===== config.mk =====
export PLATFORM = sky130hd
export DESIGN_NAME = adc_out_fmt
export DESIGN_NICKNAME = d
export VERILOG_FILES = /design/src/rtl/adc_out_fmt_pkg.sv /design/src/rtl/adc_fmt_src_sel.sv /design/src/rtl/adc_fmt_trim_sat.sv /design/src/rtl/adc_fmt_code_conv.sv /design/src/rtl/adc_out_fmt.sv
export SDC_FILE = /design/constraint.sdc
export NUM_CORES = 1
export LEC_CHECK = 0
export BUFFER_PORTS_ARGS = -buffer_cell sky130_fd_sc_hd__buf_2
export CORE_ASPECT_RATIO = 0.5
export CORE_UTILIZATION = 47
export DETAILED_ROUTE_END_ITERATION = 6
export PLACE_DENSITY = 0.78
export SLEW_MARGIN = 40
export SYNTH_ARGS = -nofsm -noshare
export SYNTH_HDL_FRONTEND = slang
export SYNTH_SLANG_ARGS = --single-unit

===== constraint.sdc =====
create_clock -name clk -period 3.6 [get_ports clk]
set_input_delay 0.36 -clock clk [delete_from_list [all_inputs] [get_ports clk]]
set_output_delay 0.36 -clock clk [all_outputs]
set_load 0.02 [all_outputs]

===== src/rtl/adc_out_fmt_pkg.sv =====
package adc_out_fmt_pkg;
  typedef enum logic {
    FMT_OFFSET_BIN = 1'b0,
    FMT_TWOS_COMP  = 1'b1
  } out_fmt_e;
endpackage


===== src/rtl/adc_fmt_src_sel.sv =====
module adc_fmt_src_sel #(
  parameter int DATA_W = 16
) (
  input  logic              test_en,
  input  logic [DATA_W-1:0] sample,
  input  logic [DATA_W-1:0] test_word,
  output logic [DATA_W-1:0] src
);
  always_comb begin
    src = test_en ? test_word : sample;
  end
endmodule


===== src/rtl/adc_fmt_trim_sat.sv =====
module adc_fmt_trim_sat #(
  parameter int DATA_W = 16,
  parameter int TRIM_W = 8
) (
  input  logic [DATA_W-1:0] src,
  input  logic [TRIM_W-1:0] trim,
  output logic [DATA_W-1:0] clamped
);
  localparam int SUM_W = DATA_W + 2;
  localparam int EXT_W = SUM_W - TRIM_W;

  logic [SUM_W-1:0] src_ext;
  logic [SUM_W-1:0] trim_ext;
  logic [SUM_W-1:0] sum;

  always_comb begin
    src_ext  = {2'b00, src};
    trim_ext = {{EXT_W{trim[TRIM_W-1]}}, trim};
    sum      = src_ext + trim_ext;
    if (sum[SUM_W-1]) begin
      clamped = '0;
    end else if (sum[DATA_W]) begin
      clamped = '1;
    end else begin
      clamped = sum[DATA_W-1:0];
    end
  end
endmodule


===== src/rtl/adc_fmt_code_conv.sv =====
module adc_fmt_code_conv
  import adc_out_fmt_pkg::*;
#(
  parameter int DATA_W = 16
) (
  input  logic              fmt_twos,
  input  logic              invert,
  input  logic [DATA_W-1:0] word_in,
  output logic [DATA_W-1:0] word_out
);
  out_fmt_e          fmt;
  logic [DATA_W-1:0] coded;

  always_comb begin
    fmt   = out_fmt_e'(fmt_twos);
    coded = word_in;
    if (fmt == FMT_TWOS_COMP) begin
      coded[DATA_W-1] = ~word_in[DATA_W-1];
    end
  end

  for (genvar b = 0; b < DATA_W; b++) begin : g_inv
    assign word_out[b] = coded[b] ^ invert;
  end
endmodule


===== src/rtl/adc_out_fmt.sv =====
module adc_out_fmt #(
  parameter int DATA_W = 16,
  parameter int TRIM_W = 8
) (
  input  logic              clk,
  input  logic              rst,
  input  logic              in_valid,
  input  logic [DATA_W-1:0] in_data,
  input  logic              test_en,
  input  logic [DATA_W-1:0] test_word,
  input  logic [TRIM_W-1:0] trim,
  input  logic              fmt_twos,
  input  logic              invert,
  output logic              out_valid,
  output logic [DATA_W-1:0] out_data
);
  logic [DATA_W-1:0] src;
  logic [DATA_W-1:0] clamped;
  logic [DATA_W-1:0] formatted;

  adc_fmt_src_sel #(.DATA_W(DATA_W)) u_src (
    .test_en   (test_en),
    .sample    (in_data),
    .test_word (test_word),
    .src       (src)
  );

  adc_fmt_trim_sat #(.DATA_W(DATA_W), .TRIM_W(TRIM_W)) u_trim (
    .src     (src),
    .trim    (trim),
    .clamped (clamped)
  );

  adc_fmt_code_conv #(.DATA_W(DATA_W)) u_conv (
    .fmt_twos (fmt_twos),
    .invert   (invert),
    .word_in  (clamped),
    .word_out (formatted)
  );

  always_ff @(posedge clk) begin
    if (rst) begin
      out_valid <= 1'b0;
      out_data  <= '0;
    end else begin
      out_valid <= in_valid;
      if (in_valid) begin
        out_data <= formatted;
      end
    end
  end
endmodule


Yosys cells after proc, flatten, opt, wreduce, memory -nomap -nowiden. Index checks and enable logic that the tools add are counted.

Register bits after elaboration: 17. Output and inout port bits: 17. Bits of input ports: 46. Logic and storage cells: 24.

$add $sub $neg: 1. Multiplexer cells: 4. Bitwise gates (word level): 17.

Operator list (number): $mux 16 (3); $add 17x8->18 (1); $xor 1x1->1 (16); $mux 1 (1); $not 1->1 (1).

Logic depth before layout (Yosys ltp). Gate-level depths: netlist (run 1).

Word-level depth: 7. Gate-level depth with buffers: 14. Depth with buffers taken out: 11.

Hierarchy. A second synthesis (run 1) with hierarchy kept.

Cell total of the unflattened synthesis: 220. Area total of the unflattened synthesis: 2028.2 um2.

Modules (own cells, without submodules): adc_fmt_trim_sat (cells each 130, instances 1, sequential area each 0.0 um2, area each 993.5 um2); adc_out_fmt (cells each 54, instances 1, sequential area each 340.3 um2, area each 608.1 um2); adc_fmt_src_sel (cells each 18, instances 1, sequential area each 0.0 um2, area each 249.0 um2); adc_fmt_code_conv (cells each 18, instances 1, sequential area each 0.0 um2, area each 177.7 um2).

Worst setup path after synthesis (run 1). OpenSTA, ideal clock, no wires.

Path type: input -> register. From: input test_en. To: register out_data[10]. Stages: 13. Path slack: 0.109 ns. Path buffers: 3. Required time: 3.522 ns. Setup time: 0.078 ns. Data arrival time: 3.413 ns. Path through: clkbuf_1 > buf_1 > mux2_2 > ha_1 > a2111o_1 > a21oi_1 > o211ai_1 > a211o_1 > nand3_2 > buf_4 > a22oi_2 > mux2i_1 > nor3_1.

Word-level cells in the longest chain between the ends: 5.

RTL lines: start: declaration (line adc_out_fmt.sv:9) `input logic test_en,`; $mux 16 * (line adc_fmt_src_sel.sv:10) `src = test_en ? test_word : sample;`; $add 17x8->18 * (line adc_fmt_trim_sat.sv:19) `sum = src_ext + trim_ext;`; $mux 16 (line adc_fmt_trim_sat.sv:22) `end else if (sum[DATA_W]) begin`; $mux 16 * (line adc_fmt_trim_sat.sv:20) `if (sum[SUM_W-1]) begin`; $xor 1x1->1 * (line adc_fmt_code_conv.sv:23) `assign word_out[b] = coded[b] ^ invert;`; end signal: assignment (line adc_out_fmt.sv:48) `out_data <= formatted;`; end: declaration (line adc_out_fmt.sv:15) `output logic [DATA_W-1:0] out_data`.

Every way passes the cells marked *; elsewhere a longest branch is shown, timed or not. A chain may end at the register's enable or synchronous reset.

Worst setup path after layout (run 1).
From: input test_en. To: register out_data[4].

Same word-level chain as after synthesis.

==> results by group, run 1 <==
Timing
  • Finish-stage setup viols: 0
  • Clk_skew: 0 ps
  • RSZ-0062 raised after global routing: false
  • TNS Setup: 0 ps
  • Min Tclk post-route: approximately 3300 ps
  • Worst-Margin Slew: between 400 and 500 ps
  • Relative slew margins: between 60% and 70%
  • Achievable Freq: ~0.3 GHz
  • Worst setup margin: approximately 280 ps
  • Hold_ws: 472 ps
  • Slew Limit Fails: 0
  • Fin. Hold Viols: 0
  • Fin crit share: approximately 92%

Yosys
  • Yosys top cell by area: dfxtp_1
  • Cells after synthesis: between 200 and 250
  • Asr flop ratio synth: 0%
  • Post-synthesis register bit count: 17
  • Yosys warning count: 0
  • Complex-gate fraction of the synthesized area: 29.4%
  • Yosys cell types: 53
  • Syn_nets: roughly 300
  • Synth Area in XOR/XNOR: under 10%
  • Synth Area in Simple Gates: ~15%
  • Mapped Area: 0.00198 mm2
  • Seq/Total Area, Yosys: approximately 17%
  • Post-synthesis mux area share: between 10% and 20%
  • Avg Cell Area, Syn: ~8.5 um2
  • Largest cells by area after synthesis: dfxtp_1 (17%), ha_1 (11%), mux2_2 (8.5%)
  • Synth Area in Adders: a little under an eighth
  • Synth Flop Type: dfxtp_1
  • EDFF count, synth: 0
  • Main combinational cell family by area after synthesis: compound AO/OA/AOI/OAI gates
  • Yosys top cell area share: 17.2%

Placement
  • DP Wirelength: approximately 3.8 mm
  • DP Cell Count: 340
  • RePlAce Congestion: 0.857
  • IO buf count: 62
  • Worst slack at placement: between 30 and 40 ps
  • Dpl cell area: 0.00231 mm2

Run
  • Max Cap Viol: 0

CTS
  • CTS Root Cell: clkbuf_8
  • CTS sink count: 17
  • CTS clk-pin slew, worst paths: about 60 ps
  • CTS buffer count: 3
  • Resize count post-CTS: 0
  • Post-CTS Setup Inserts: 0
  • CTS HTree Levels: 1
  • # hold bufs at CTS: 0
  • CTS Buffer Depth: 2
  • Worst-skew pair later-pin latency: approximately 250 ps
  • TritonCTS clock tree: built

Critical path
  • Worst-path maximum fanout: 9
  • Element type at the critical path end: flip-flop
  • R2R Path End: out_data[14]
  • Path depth of the worst reg2reg path: 2
  • Cell repeated most along the worst path: a211o_1
  • R2R Setup Slk: between 2000 and 3000 ps
  • Startpoint types: input port
  • Worst r2r src: out_data[14]
  • Slowest cell on crit path: fa_1
  • Crit path max-delay family: compound AO/OA/AOI/OAI gates
  • Critical Path AT: between 3000 and 4000 ps
  • Required time worst endpoint: approximately 3800 ps
  • Buf/Inv on CP: 2
  • Worst setup path startpoint: test_en
  • Setup CP Type: input port to flip-flop
  • Crit path cell chain: buf_2 -> mux2_2 -> ha_1 -> fa_1 -> a211o_1 -> a21oi_1 -> o211ai_1 -> a211o_1 -> nand3_2 -> buf_4 -> a22oi_2 -> mux2i_1 -> nor3_1
  • Critical Path Max Stage Delay: 430 ps

Pwr
  • Maximum vdd drop: 0.146 mV
  • PwrDens: ~340 mW/mm2
  • Leak pwr: roughly 1.1 nW

Routing
  • Met3 Routed Length: approximately 260 um
  • Drt initial violations: 75
  • Drt first pass iters: 4
  • DRT antenna net count: 0
  • DR top layer: met4
  • WL final: roughly 4.8 mm
  • Vias per std cell: between 5 and 6
  • DR vias: a little under 2000
  • Met2 routed WL: 2.10 mm
  • Avg WL per Cell: about 14 um
  • Wl on met1: around 2.4 mm
  • DRC: 0

Floorplanning
  • Die area: 0.00449 mm2
  • Die H: about 48 um
  • Row count: 16
  • I/O Pins: 63
  • Initial core utilization: about half
  • Die Wd: 93.8 um
  • Core box area: a little under 0.004 mm2

Run status
  • Status: finished clean

Global routing
  • Total track usage: 21.3%
  • Largest net degree at the start of global routing: 25
  • Initial antenna violation count: 0
  • Grt total ovfl: 0
  • Global-route wire length before repair: 7.45 mm
  • Vias in the first global route: 1644

Hold path
  • Hold path cells: 2
  • Hold Crit Endpoint: out_data[6]
  • Worst hold path type: flip-flop to flip-flop
  • Hold Startpoint: out_data[6]

Cells and area
  • Commonest non-fill, non-tap cell in the layout: buf_2
  • Final non-filler cell total: 344
  • Final nets: around 360
  • Final design area excluding fillers: approximately 0.0024 mm2
  • N_diodes: 0
  • Layout cells sized above 1: a little over a third
  • Area Growth Syn to Fin: 19.1%
  • Most frequent cells in the layout: buf_2 (62), nor2_1 (23), ha_1 (17), dfxtp_1 (17), mux2_2 (15)
[cells in the mapped netlist (2+ instances only)]
cell / count
o211ai_1: 3
ha_1: 17
inv_1: 5
nand2_1: 6
mux2_2: 15
mux2i_1: 12
clkbuf_4: 2
xnor2_1: 10
o21bai_1: 2
xor2_1: 6
a21oi_1: 14
o21ai_0: 10
nand2b_1: 4
o211a_1: 2
a31oi_1: 3
a211o_1: 6
dfxtp_1: 17
nand3_1: 5
a211oi_1: 4
nor2b_1: 3
clkbuf_1: 6
a21oi_2: 2
o21a_1: 2
a22oi_1: 4
a21o_1: 3
a22oi_2: 8
nor3_1: 11
and2_1: 3
nor2_1: 23
[where the power goes]
| group | internal (mW) | switching, mW | leakage, nW |
|---|---|---|---|
| Sequential | 0.208 | 0.00901 | 0.141 |
| Combinational | 0.198 | 0.254 | 0.921 |
| Clock | 0.0785 | 0.0627 | 0.0228 |
| Total | 0.484 | 0.326 | 1.09 |
[tightest hold or removal path, delay by kind of cell (launching register included)]
| kind | cells | cell delay (ps) |
|---|---|---|
| AND/OR/NAND/NOR | 2 | 120 |
| flip-flops | 1 | 310 |
[state kept, by name, indices dropped and copies added, names as in the netlist]
name,count
out_data,16
out_valid,1
[cell type report]
type	count	area, um2
clock buffer	4	45.0
fill	382	1600
inverter	5	18.8
sequential	17	340
multi-input combinational	198	1550
timing repair buffer	66	340
tap	54	67.6
[cells by family after synthesis]
group	after synthesis
AO/OA/AOI/OAI	75
XOR/XNOR	16
adder cells (fa/ha/maj)	18
buffers and inverters	17
flip-flops	17
multiplexers	27
AND/OR/NAND/NOR	62
[routing by layer]
metal / vias up / global-route usage, %
li1: 990 / -
met1: 880 / 30.3
met2: 48 / 36.2
met3: 6 / 1.11
met4: 0 / 5.85
met5: - / 0
[metrics by stage]
step / power (mW) / utilization [%]
6_report: 0.810 / 59.5
5_1_grt: 0.863 / 59.5
4_1_cts: 0.812 / 59.5
3_5_place_dp: 0.669 / 58.4
3_3_place_gp: 0.656 / 58.4
2_1_floorplan: 0.563 / -
[how the worst max path moves through the flow]
stage | endpoint | cells after the start
finish | out_data[4] | 13
detailed placement | out_data[10] | 13
global placement | out_data[8] | 13
global route | out_data[6] | 13
floorplan | out_data[10] | 13
CTS | out_data[10] | 13
(Power assumes the default switching activity.)
==> inputs of run 2 (changes only) <==
--- a/config.mk
+++ b/config.mk
@@ -7,10 +7,10 @@
 export LEC_CHECK = 0
 export BUFFER_PORTS_ARGS = -buffer_cell sky130_fd_sc_hd__buf_2
 export CORE_ASPECT_RATIO = 0.5
-export CORE_UTILIZATION = 47
+export CORE_UTILIZATION = 25
 export DETAILED_ROUTE_END_ITERATION = 6
-export PLACE_DENSITY = 0.78
 export SLEW_MARGIN = 40
 export SYNTH_ARGS = -nofsm -noshare
 export SYNTH_HDL_FRONTEND = slang
+export SYNTH_HIERARCHICAL = 1
 export SYNTH_SLANG_ARGS = --single-unit
==> run 2 against run 1 <==
Effect of this change:
- non-clock buffer count increased by 2
- largest power group unchanged
- critical path type unchanged
- die area increased by 89%
- synthesized cell count decreased by 5.2%
- register-to-register slack about the same
- sequential cell count unchanged
- clock power increased by 52%
- wire length decreased by 5.5%
- critical endpoint is now out_data[14]
- core utilization decreased by 27 points
==> results by group, run 2 <==
Critical path
  • Worst setup path startpoint: test_en
  • Startpoint types: input port
  • Worst r2r src: out_data[14]
  • Crit path cell chain: buf_2 -> buf_4 -> mux2_4 -> ha_1 -> a21oi_2 -> o21ai_1 -> a221o_1 -> o21a_1 -> a311oi_4 -> buf_4 -> o21a_1 -> xor2_1 -> mux2i_1 -> nor2_1
  • Critical Path AT: ~3400 ps
  • Path depth of the worst reg2reg path: 2
  • Setup CP Type: input port to flip-flop
  • Worst-path maximum fanout: 15
  • Crit path max-delay family: compound AO/OA/AOI/OAI gates
  • R2R Path End: out_data[14]
  • Critical Path Sink: out_data[14]
  • Crit path depth: 14
  • R2R Setup Slk: 2950 ps
  • Slowest cell on crit path: ha_1
  • Buf/Inv on CP: 3
  • Required time worst endpoint: ~3800 ps
  • Element type at the critical path end: flip-flop
  • Critical Path Max Stage Delay: 390 ps

Cells and area
  • Register Area: roughly 340 um2
  • Largest register FFs: 16
  • Area Growth Syn to Fin: 22.3%
  • Final design area excluding fillers: 0.00248 mm2
  • Largest Register: out_data
  • Final nets: between 300 and 400
  • Layout cells sized above 1: roughly a third
  • Biggest regs: out_data x16, out_valid x1
  • Commonest non-fill, non-tap cell in the layout: buf_2
  • Layout Utilization: between 30% and 40%
  • Final non-filler cell total: 389
  • N_diodes: 0
  • Most frequent cells in the layout: buf_2 (62), nor2_1 (21), xor2_1 (20)
  • Multi-input logic area: ~0.0016 mm2
  • Filler Cells Inserted: roughly 800

Yosys
  • Cells after synthesis: 220
  • Post-synthesis register bit count: 17
  • Asr flop ratio synth: 0%
  • Largest cells by area after synthesis: dfxtp_1 (17%), ha_1 (10%), xor2_1 (8.6%)
  • EDFF count, synth: 0
  • Most frequent cell after synthesis: nor2_1
  • Post-synth top cells: nor2_1 (21), xor2_1 (20), dfxtp_1 (17), ha_1 (17), o21a_1 (17)
  • Avg Cell Area, Syn: around 9.2 um2
  • Yosys top cell area share: around 17%
  • Mapped Area: approximately 0.002 mm2
  • Yosys top cell by area: dfxtp_1
  • Syn_nets: 284
  • Synth Flop Type: dfxtp_1
  • Yosys cell types: 46
  • Seq/Total Area, Yosys: between 10% and 20%
  • Yosys warning count: 6

CTS
  • CTS Root Cell: clkbuf_16
  • TritonCTS clock tree: built
  • # hold bufs at CTS: 0
  • Resize count post-CTS: 0
  • CTS sink count: 17
  • Worst-skew pair later-pin latency: between 200 and 250 ps
  • CTS clk-pin slew, worst paths: 50 ps
  • Post-CTS Setup Inserts: 0
  • CTS HTree Levels: 1
  • CTS Buffer Depth: 2
  • CTS buffer count: 3

Routing
  • Drt initial violations: 90
  • Avg WL per Cell: approximately 12 um
  • Vias per std cell: ~4.5
  • DRC: 0
  • DR vias: ~1700
  • Drt first pass iters: 4
  • DRT antenna net count: 0
  • WL final: between 4 and 5 mm

Floorplanning
  • Row count: 22
  • Die H: 65.7 um
  • I/O Pins: 63
  • Core box area: roughly 0.0076 mm2
  • Die Wd: about 130 um
  • Die area: ~0.0085 mm2
  • Initial core utilization: a little over a quarter

Global routing
  • Initial antenna violation count: 0
  • Total track usage: 11.0%
  • Grt total ovfl: 0
  • Vias in the first global route: between 1500 and 2000
  • Global-route wire length before repair: between 7 and 8 mm
  • Largest net degree at the start of global routing: 20

Run status
  • Status: finished clean

Placement
  • Worst slack at placement: 154 ps
  • IO buf count: 62
  • RePlAce Congestion: between 0.8 and 0.9
  • DP Wirelength: around 3.6 mm
  • Dpl cell area: between 0.002 and 0.0025 mm2
  • DP Cell Count: approximately 390

Pwr
  • Total power: 920 uW
  • Maximum vdd drop: approximately 0.19 mV
  • Leak pwr: roughly 1.2 nW
  • PwrDens: between 300 and 400 mW/mm2

Timing
  • Fin. Hold Viols: 0
  • TNS Setup: 0 ps
  • Fin crit share: between 80 and 90%
  • Achievable Freq: 0.311 GHz
  • Min Tclk post-route: between 3000 and 4000 ps
  • Finish-stage setup viols: 0
  • Hold_ws: between 400 and 500 ps
  • Relative slew margins: 60.7%
  • Slew Limit Fails: 0
  • Worst-Margin Slew: 582 ps
  • Worst setup margin: slightly below 400 ps
  • Clk_skew: 0 ps
  • RSZ-0062 raised after global routing: false

Hold path
  • Worst hold path type: input port to flip-flop

Run
  • Max Cap Viol: 0
==> run 2: changes by cell type in the layout (fill, tap and decap cells not counted), moves of 5 or more <==
| cell | before | now |
|---|---|---|
| mux2_2 | 15 | 6 |
| mux2_4 | 0 | 10 |
| nor3_1 | 11 | 1 |
| a211o_1 | 6 | 1 |
| xor2_1 | 6 | 20 |
| a22oi_2 | 8 | 0 |
| nand2_1 | 6 | 14 |
| o21a_1 | 2 | 17 |
==> run 2: power breakdown <==
part	leakage, nW	switching [mW]	internal (mW)	total, mW
Clock	0.0382	0.0641	0.150	0.214
Sequential	0.140	0.0124	0.215	0.228
Combinational	1.02	0.257	0.222	0.478
Total	1.20	0.333	0.587	0.920
==> run 2: final cells by class <==
type,instances,area share [%]
Sequential cell,17,13.7
Tap cell,108,5.45
Inverter,3,0.454
Clock buffer,4,3.18
Timing Repair Buffer,68,14.3
Multi-Input combinational cell,189,62.9
==> run 2: cell families (layout without fill, tap and decap cells) <==
logic type / Yosys count / after routing / share of synthesized area, %
compound gates: 63 / 63 / 23.2
fa+ha+maj: 18 / 18 / 11.5
mux: 32 / 32 / 18.6
buf+inv: 14 / 75 / 6.35
simple gates: 47 / 47 / 10.3
xor+xnor: 29 / 29 / 13.3
flops: 17 / 17 / 16.8
==> run 2: routing by layer <==
metal / global-route usage (%) / part of all wire (%)
met5: 0 / 0
met1: 15.9 / 52
met4: 2.65 / 0.86
met2: 17.7 / 44
met3: 0.733 / 3.1
==> run 2: worst min-delay path by stage <==
| stage | startpoint | end | slack (ps) | cells after the start |
|---|---|---|---|---|
| after floorplan | out_data[0] | out_data[0] | 580 | 2 |
| after global placement | out_data[1] | out_data[1] | 470 | 2 |
| after detailed placement | out_data[1] | out_data[1] | 480 | 2 |
| after CTS | rst | out_data[0] | 480 | 2 |
| after global routing | rst | out_data[15] | 500 | 2 |
| final | rst | out_data[2] | 470 | 2 |
==> run 2: worst register-to-register path: cells and delay by family, from the launching register on <==
kind	cells	cell delay (ps)
flops	1	320
mux	1	150
simple gates	1	60
